`src/rtl/ratio_det_pkg.sv`:
```
package ratio_det_pkg;
  // Number of supported ratios and width of the code
  localparam int unsigned NUM_RATIOS = 4;
  localparam int unsigned CODE_W     = 2;
  localparam int unsigned RATIO_BASE = 128;

  typedef logic [CODE_W-1:0] ratio_code_t;

  // Code to cycles per frame: bit 1 doubles the base, bit 0 picks x2 or x3.
  function automatic int unsigned ratio_cycles(input int unsigned idx);
    int unsigned base;
    base = RATIO_BASE << ((idx >> 1) & 1);
    return base * (2 + (idx & 1));
  endfunction

  // One classified measurement
  typedef struct packed {
    logic        vld;
    logic        hit;
    ratio_code_t code;
  } cls_result_t;
endpackage

```
`src/rtl/ws_edge_sync.sv`:
```
module ws_edge_sync (
  input  logic clk,
  input  logic rst,
  input  logic ws_async,
  output logic ws_rise
);
  logic ws_meta, ws_sync, ws_prev;

  always_ff @(posedge clk) begin
    if (rst) begin
      ws_meta <= 1'b0;
      ws_sync <= 1'b0;
      ws_prev <= 1'b0;
    end else begin
      ws_meta <= ws_async;
      ws_sync <= ws_meta;
      ws_prev <= ws_sync;
    end
  end

  assign ws_rise = ws_sync & ~ws_prev;
endmodule

```
`src/rtl/frame_period_counter.sv`:
```
module frame_period_counter #(
  parameter int unsigned CNT_W = 11
) (
  input  logic             clk,
  input  logic             rst,
  input  logic             ws_rise,
  output logic             meas_vld,
  output logic [CNT_W-1:0] meas_cnt
);
  localparam logic [CNT_W-1:0] CNT_MAX = {CNT_W{1'b1}};

  logic [CNT_W-1:0] cnt_q;
  logic             armed;
  logic [CNT_W-1:0] cnt_inc;

  // Saturating increment: a missing frame clock cannot wrap into a window
  assign cnt_inc = (cnt_q == CNT_MAX) ? CNT_MAX : cnt_q + CNT_W'(1);

  always_ff @(posedge clk) begin
    if (rst) begin
      cnt_q    <= '0;
      armed    <= 1'b0;
      meas_vld <= 1'b0;
      meas_cnt <= '0;
    end else begin
      meas_vld <= 1'b0;
      if (ws_rise) begin
        cnt_q <= '0;
        armed <= 1'b1;
        if (armed) begin
          meas_vld <= 1'b1;
          meas_cnt <= cnt_inc;
        end
      end else begin
        cnt_q <= cnt_inc;
      end
    end
  end
endmodule

```
`src/rtl/ratio_classifier.sv`:
```
module ratio_classifier
  import ratio_det_pkg::*;
#(
  parameter int unsigned CNT_W = 11,
  parameter int unsigned TOL   = 4
) (
  input  logic             clk,
  input  logic             rst,
  input  logic             meas_vld,
  input  logic [CNT_W-1:0] meas_cnt,
  output cls_result_t      cls
);
  logic [NUM_RATIOS-1:0] win_hit;
  int unsigned           cnt_i;

  assign cnt_i = 32'(meas_cnt);

  // One window comparator per supported ratio
  for (genvar g = 0; g < NUM_RATIOS; g++) begin : g_win
    localparam int unsigned CENTER = ratio_cycles(g);
    localparam int unsigned LO     = CENTER - TOL;
    localparam int unsigned HI     = CENTER + TOL;
    assign win_hit[g] = (cnt_i >= LO) && (cnt_i <= HI);
  end

  ratio_code_t hit_code;
  always_comb begin
    hit_code = '0;
    for (int i = 0; i < NUM_RATIOS; i++) begin
      if (win_hit[i]) hit_code = CODE_W'(i);
    end
  end

  always_ff @(posedge clk) begin
    if (rst) begin
      cls <= '0;
    end else begin
      cls.vld  <= meas_vld;
      cls.hit  <= meas_vld & (|win_hit);
      cls.code <= hit_code;
    end
  end
endmodule

```
`src/rtl/ratio_confirm.sv`:
```
module ratio_confirm
  import ratio_det_pkg::*;
(
  input  logic        clk,
  input  logic        rst,
  input  logic        slave_mode,
  input  cls_result_t cls,
  output ratio_code_t ratio_code,
  output logic        ratio_valid,
  output logic        ratio_err
);
  ratio_code_t cand_code;
  logic        cand_vld;

  always_ff @(posedge clk) begin
    if (rst) begin
      ratio_code  <= '0;
      ratio_valid <= 1'b0;
      ratio_err   <= 1'b0;
      cand_code   <= '0;
      cand_vld    <= 1'b0;
    end else if (!slave_mode) begin
      ratio_code  <= '0;
      ratio_valid <= 1'b1;
      ratio_err   <= 1'b0;
      cand_vld    <= 1'b0;
    end else begin
      // Leaving master mode: nothing is confirmed yet
      if (ratio_valid && !cand_vld && !cls.vld) ratio_valid <= 1'b0;
      if (cls.vld) begin
        if (!cls.hit) begin
          ratio_err   <= 1'b1;
          ratio_valid <= 1'b0;
          cand_vld    <= 1'b0;
        end else begin
          ratio_err <= 1'b0;
          cand_code <= cls.code;
          cand_vld  <= 1'b1;
          if (cand_vld && cand_code == cls.code) begin
            ratio_code  <= cls.code;
            ratio_valid <= 1'b1;
          end else begin
            ratio_valid <= 1'b0;
          end
        end
      end
    end
  end
endmodule

```
`src/rtl/sysclk_ratio_detect.sv`:
```
module sysclk_ratio_detect
  import ratio_det_pkg::*;
#(
  parameter int unsigned CNT_W = 11,
  parameter int unsigned TOL   = 4
) (
  input  logic       clk,
  input  logic       rst,
  input  logic       slave_mode,
  input  logic       ws_in,
  output logic [1:0] ratio_code,
  output logic       ratio_valid,
  output logic       ratio_err
);
  logic             ws_rise;
  logic             meas_vld;
  logic [CNT_W-1:0] meas_cnt;
  cls_result_t      cls;
  logic             cls_vld, cls_hit;

  ws_edge_sync u_sync (
    .clk(clk), .rst(rst), .ws_async(ws_in), .ws_rise(ws_rise)
  );

  frame_period_counter #(.CNT_W(CNT_W)) u_cnt (
    .clk(clk), .rst(rst), .ws_rise(ws_rise),
    .meas_vld(meas_vld), .meas_cnt(meas_cnt)
  );

  ratio_classifier #(.CNT_W(CNT_W), .TOL(TOL)) u_cls (
    .clk(clk), .rst(rst), .meas_vld(meas_vld), .meas_cnt(meas_cnt), .cls(cls)
  );

  assign cls_vld = cls.vld;
  assign cls_hit = cls.hit;

  ratio_confirm u_conf (
    .clk(clk), .rst(rst), .slave_mode(slave_mode), .cls(cls),
    .ratio_code(ratio_code), .ratio_valid(ratio_valid), .ratio_err(ratio_err)
  );
endmodule

```
`config.mk`:
```
export PLATFORM = sky130hd
export DESIGN_NAME = sysclk_ratio_detect
export DESIGN_NICKNAME = d
export VERILOG_FILES = /design/src/rtl/ratio_det_pkg.sv /design/src/rtl/ws_edge_sync.sv /design/src/rtl/frame_period_counter.sv /design/src/rtl/ratio_classifier.sv /design/src/rtl/ratio_confirm.sv /design/src/rtl/sysclk_ratio_detect.sv
export SDC_FILE = /design/constraint.sdc
export NUM_CORES = 1
export LEC_CHECK = 0
export CAP_MARGIN = 20
export CELL_PAD_IN_SITES_DETAIL_PLACEMENT = 0
export CELL_PAD_IN_SITES_GLOBAL_PLACEMENT = 1
export CORE_MARGIN = 1.5
export CORE_UTILIZATION = 40
export CTS_CLUSTER_SIZE = 24
export DETAILED_ROUTE_END_ITERATION = 8
export DONT_BUFFER_PORTS = 1
export GPL_TIMING_DRIVEN = 0
export PLACE_DENSITY = 0.69
export SLEW_MARGIN = 30
export SYNTH_ARGS = -nofsm -noshare
export SYNTH_HDL_FRONTEND = slang
export SYNTH_HIERARCHICAL = 1
export SYNTH_SLANG_ARGS = --single-unit
```
`constraint.sdc`:
```
create_clock -name clk -period 1.5 [get_ports clk]
set_clock_uncertainty 0.15 [all_clocks]
set_input_delay 0.3 -clock clk [delete_from_list [all_inputs] [get_ports clk]]
set_output_delay 0.3 -clock clk [all_outputs]
set_load 0.01 [all_outputs]
```
# ---- After elaboration in Yosys (flattened, before gate mapping)
# Cells that the tools add are included.
dict set report classes {
  add_sub_neg 1
  n_lt_le_gt_ge 8
  n_eq_ne 3
  n_mux 12
  bitwise 5
  n_reduce_logical 16
}
# operator count
set op_table {}
lappend op_table {{$ge 11x9->1 const B} 2}
lappend op_table {{$le 11x10->1 const B} 2}
lappend op_table {{$le 11x9->1 const B} 2}
lappend op_table {{$add 11x1->11 const B} 1}
lappend op_table {{$eq 11x11->1 const B} 1}
lappend op_table {{$ge 11x10->1 const B} 1}
lappend op_table {{$ge 11x8->1 const B} 1}
lappend op_table {{$mux 11} 1}
lappend op_table {{$mux 1} 9}
lappend op_table {{$logic_and 1x1->1} 7}
lappend op_table {{$reduce_and 3->1} 2}
lappend op_table {{$reduce_or 2->1} 3}
lappend op_table {{$mux 2} 2}
lappend op_table {{$reduce_or 4->1} 1}
lappend op_table {{$ne 3x1->1 const B} 1}
lappend op_table {{$not 1->1} 3}
lappend op_table {{$and 1x1->1} 2}
lappend op_table {{$eq 2x2->1} 1}
lappend op_table {{$logic_not 1->1} 2}
lappend op_table {{$reduce_and 2->1} 1}
dict set report word_totals {
  regBits 38
  inputBits 4
  out_inout_bits 4
  elab_cells 60
}

# ---- Logic depth before layout (Yosys ltp)
dict set report depth {
  ltp_word 6
  ltp_mapped 6
  depth_no_buf 5
}

# ---- Hierarchy
# Netlist, hierarchy kept.
# mod n_inst cells_per_inst area_each_um2 seq_area_each_um2
set by_module_without_submodules {}
lappend by_module_without_submodules {frame_period_counter 1 106 957.2 480.5}
lappend by_module_without_submodules {ratio_confirm 1 32 326.6 140.1}
lappend by_module_without_submodules {ratio_classifier 1 31 252.7 80.1}
lappend by_module_without_submodules {ws_edge_sync 1 7 87.6 60.1}

# ---- Worst setup path before layout
# Ideal clock, no wire load.
dict set report synth_path {
  path_kind {reg-to-reg}
  start {register u_cnt.cnt_q[0]}
  end {register u_cnt.meas_cnt[7]}
  setup_time_ns 0.088
  t_arrival_ns 1.458
  t_required_ns 1.262
  path_slack_ns -0.196
  stages_incl_launch_ff 6
  n_path_buf 0
  synth_period_minus_slack_ns 1.696
  cell_sequence {dfxtp_1 -> ha_1 -> nand3_2 -> or3_1 -> and4_4 -> nor4_2}
}
dict set report synth_via {
  elab_chain_cells 2
  elab_cells_between_ends 3
  classes_between {add/sub (1); eq/ne (1); mux (1)}
}
# element line
set synth_rtl {}
lappend synth_rtl {{start: declaration} frame_period_counter.sv:12} ;# logic [CNT_W-1:0] cnt_q;
lappend synth_rtl {{start signal: assignment} frame_period_counter.sv:35} ;# cnt_q <= cnt_inc;
lappend synth_rtl {{$add 11x1->11 or $eq 11x11->1 (tied branches)} frame_period_counter.sv:17} ;# assign cnt_inc = (cnt_q == CNT_MAX) ? CNT_MAX : cnt_q + CNT_W'(1);
lappend synth_rtl {{$mux 11 *} frame_period_counter.sv:17}
lappend synth_rtl {{end signal: assignment} frame_period_counter.sv:32} ;# meas_cnt <= cnt_inc;
lappend synth_rtl {{end: declaration} frame_period_counter.sv:8} ;# output logic [CNT_W-1:0] meas_cnt
# Mark *: on every way between the ends. The rest lies on a longest branch, timed or not.
# A chain may end at the register's enable or synchronous reset.

# ---- Worst setup path in the final report
dict set report layout_path {
  start {register u_cnt.cnt_q[10]}
  end {register u_cnt.meas_cnt[6]}
}
dict set report layout_via {
  elab_chain_cells 2
}
# element line
set layout_rtl {}
lappend layout_rtl {{$eq 11x11->1} frame_period_counter.sv:17}
lappend layout_rtl {{$mux 11} frame_period_counter.sv:17}
# Every way passes these cells.

==> impl_metrics.env <==
export IMPL_via_per_inst=5.63
export IMPL_final_seq_area_um2=781
export IMPL_critPathLaunchType="flop"
export IMPL_cts_root_buf="clkbuf_8"
export IMPL_finalWeightedCongestion=0.897
export IMPL_synth_area_mm2=0.00162
export IMPL_core_mm2=0.00377
export IMPL_grt_first_pass_wirelength_mm=6.40
export IMPL_p_leak_nw=0.721
export IMPL_antenna_found_initial=0
export IMPL_yosysTopAreaCellShare_pct=46.8
export IMPL_r2r_end="u_cnt/meas_cnt[6]$_SDFFE_PP0P_"
export IMPL_nets=204
export IMPL_grt_ovfl_total=0
export IMPL_num_io_pins=8
export IMPL_synth_most_common_cell="dfxtp_1"
export IMPL_ys_seq_area_share_pct=46.8
export IMPL_grt_usage_pct=19.4
export IMPL_synth_avg_cell_area_um2=9.23
export IMPL_drt_first_pass_iters=4
export IMPL_drive_gt1_share_pct=32.2
export IMPL_fin_ws_ns=-0.107
export IMPL_dr_total_vias=1391
export IMPL_worst_pin_slew_ns=0.441
export IMPL_antenna_left=0
export IMPL_slowest_delay_ns=0.52
export IMPL_grt_max_degree=12
export IMPL_setup_viol=12
export IMPL_hp_class="primary input to flop"
export IMPL_die_w_um=66.7
export IMPL_cap_viol_max_count=0
export IMPL_ys_top_cells_by_count="dfxtp_1, nor2_1, a21oi_1"
export IMPL_multi_input_area_um2=963
export IMPL_crit_chain="and4_1 -> or4b_4 -> o211ai_1 -> a21oi_1"
export IMPL_crit_buf_inv=0
export IMPL_fill_cells=330
export IMPL_r2r_slack_ns=-0.11
export IMPL_rows=22
export IMPL_status="finished with violations"
export IMPL_num_antenna_cells=0
export IMPL_final_core_util_pct=55.6
export IMPL_cts_tree="yes"
export IMPL_max_freq_mhz=622
export IMPL_p_per_area_mw_per_mm2=954
export IMPL_cts_sinks=38
export IMPL_hold_path_startpoint="rst"
export IMPL_die_y_um=66.7
export IMPL_grt_pass1_vias=1380
export IMPL_drc=0
export IMPL_netlist_top_cells_area="dfxtp_1, nor2_1, a211oi_1"
export IMPL_setup_worst_path_end_class="flop"
export IMPL_fin_crit_sh_pct=107
export IMPL_crit_slowest_cell="or4b_4"
export IMPL_synth_cell_type_count=49
export IMPL_dp_hpwl_mm=2.42
export IMPL_wl_mm=3.70
export IMPL_dpl_cell_area_mm2=0.00171
export IMPL_stdcell_count=247
export IMPL_wl_per_cell_um=15.0
export IMPL_stdcell_area_mm2=0.00210
export IMPL_slew_viol_final=0
export IMPL_start_util_pct=43.1
export IMPL_syn2layout_area_growth_pct=29.2
export IMPL_hold_depth=3
export IMPL_rsz0062_at_grt="true"
export IMPL_syn_nets=181
export IMPL_worstSkewPairLatency_ns=0.29
export IMPL_die_area_mm2=0.00445
export IMPL_placed_cells=224
export IMPL_io_buffers=0
export IMPL_reg2reg_depth=4
export IMPL_yosysTopAreaCell="dfxtp_1"
export IMPL_critical_path_required_ns=1.51
export IMPL_synthArstFlopShare_pct=0
export IMPL_clockBufferDepth=2
export IMPL_synth_seq_cells=38
export IMPL_setup_tns_ns=-0.537
export IMPL_synth_edf_count=0
export IMPL_vdd_drop_max_mv=0.627
export IMPL_ys_flop_type="dfxtp_1"
export IMPL_hold_viol=0
export IMPL_cp_max_fo=4
export IMPL_critPathKind="flop to flop"
export IMPL_synthCells=176
export IMPL_fin_crit_ns=1.61
export IMPL_cp_data_arrival_time_ns=1.62
export IMPL_violations="negative setup slack"
export IMPL_r2r_start="u_cnt/cnt_q[10]$_SDFF_PP0_"
export IMPL_cts_buffers=5
export IMPL_hold_path_end="u_cls/cls[2]$_SDFF_PP0_"
export IMPL_synth_warnings=6
export IMPL_clkTransAtPathRegs_ns=0.07
export IMPL_slew_headroom_pct=70.6
export IMPL_ctsHtreeMaxLevel=2
export IMPL_drtIter0Drc=60
export IMPL_critPathTopFamily="simple AND/OR/NAND/NOR gates"
-- cell families (layout without fill, tap and decap cells) --
family | after synthesis | count (layout) | share of synthesized area, %
compound gates | 39 | 39 | 16.6
buf+inv | 6 | 29 | 1.54
xor+xnor | 5 | 5 | 3.16
mux | 2 | 2 | 1.23
simple gates | 85 | 85 | 29.8
fa+ha+maj | 1 | 1 | 0.770
flops | 38 | 38 | 46.8
-- power by group --
part           internal [W]  leakage [nW]  total [W]  switching (W)
clock              0.000532        0.0573   0.000869       0.000337
combinational     0.0000483         0.351  0.0000960      0.0000477
sequential          0.00102         0.313    0.00104      0.0000158
-- how the worst max path moves through the flow --
stage | slack [ns] | from | endpoint | cells after the start
floorplan | -0.09 | u_cnt/cnt_q[0]$_SDFF_PP0_ | u_cnt/meas_cnt[7]$_SDFFE_PP0P_ | 5
global placement | -0.17 | u_cnt/cnt_q[0]$_SDFF_PP0_ | u_cnt/meas_cnt[7]$_SDFFE_PP0P_ | 5
detailed placement | -0.18 | u_cnt/cnt_q[0]$_SDFF_PP0_ | u_cnt/meas_cnt[7]$_SDFFE_PP0P_ | 5
CTS | -0.07 | u_cnt/cnt_q[0]$_SDFF_PP0_ | u_cnt/meas_cnt[6]$_SDFFE_PP0P_ | 5
global route | -0.17 | u_cnt/cnt_q[0]$_SDFF_PP0_ | u_cnt/meas_cnt[6]$_SDFFE_PP0P_ | 5
finish | -0.11 | u_cnt/cnt_q[10]$_SDFF_PP0_ | u_cnt/meas_cnt[6]$_SDFFE_PP0P_ | 4
-- worst reg2reg max path, delay by kind of cell (launching register included) --
kind               cells  cell delay, ns
and+or+nand+nor        2            0.74
DFF                    1            0.36
AOI/OAI and AO/OA      2            0.23
-- metrics by stage --
| stage | power [W] | worst slack (ns) | hold slack [ns] |
|---|---|---|---|
| after global routing | 0.00208 | -0.170 | 0.0948 |
| after floorplan | 0.00111 | -0.0866 | 0.218 |
| after CTS | 0.00202 | -0.0680 | 0.0835 |
| after detailed placement | 0.00113 | -0.183 | 0.224 |
| after global placement | 0.00112 | -0.174 | 0.220 |
| final | 0.00200 | -0.107 | 0.103 |
-- sequential cells by signal, summed over array words and instances (netlist names) --
register            flops
u_cnt/meas_cnt         11
u_sync/ws_meta          1
u_conf/cand_vld         1
u_conf/cand_code        2
u_cnt/armed             1
u_cnt/cnt_q            11
u_conf/ratio_err        1
u_conf/ratio_valid      1
u_sync/ws_sync          1
u_sync/ws_prev          1
u_cnt/meas_vld          1
u_conf/ratio_code       2
u_cls/cls               4
-- final cells by class --
| type | instances | share of cell area, % |
|---|---|---|
| inverters | 2 | 0.358 |
| repair buffers | 16 | 6.62 |
| flip-flops and latches | 38 | 37.2 |
| well taps | 48 | 2.86 |
| multi-input cells | 132 | 45.9 |
| plain buffers | 4 | 1.67 |
| clock buffers | 6 | 3.94 |
| clock inverters | 1 | 1.43 |
-- metal layers --
metal	global-route usage, %	vias up	share of wire, %
li1	-	692	-
met1	22.3	663	44
met2	34.1	31	51
met3	5.07	5	3.6
met4	7.40	0	1.2
met5	0	-	0
-- placed cells by master (no fill, tap or decap), drive strengths merged, types with 3 or more instances in the layout --
cell type	count
dfxtp	38
nor2	33
buf	12
a21oi	9
nand2	8
clkbuf	8
a211oi	7
dlygate4sd3	6
nor2b	6
o21ai	5
nand3	5
nand4	4
xnor2	4
a31oi	4
nor3	4
or3	4
nor3b	4
nand2b	3
a311oi	3
and4	3
-- what timing repair did --
| action | CTS | global route |
|---|---|---|
| setup endpoints to repair | 20 | 24 |
| resized for setup | 26 | 20 |
| gates cloned | 0 | 0 |
| setup buffers | 8 | 2 |
| endpoints found under the hold margin | 10 | 0 |
| hold buffers | 6 | 0 |
| pin swaps | 12 | 8 |
(Power assumes the default switching activity.)
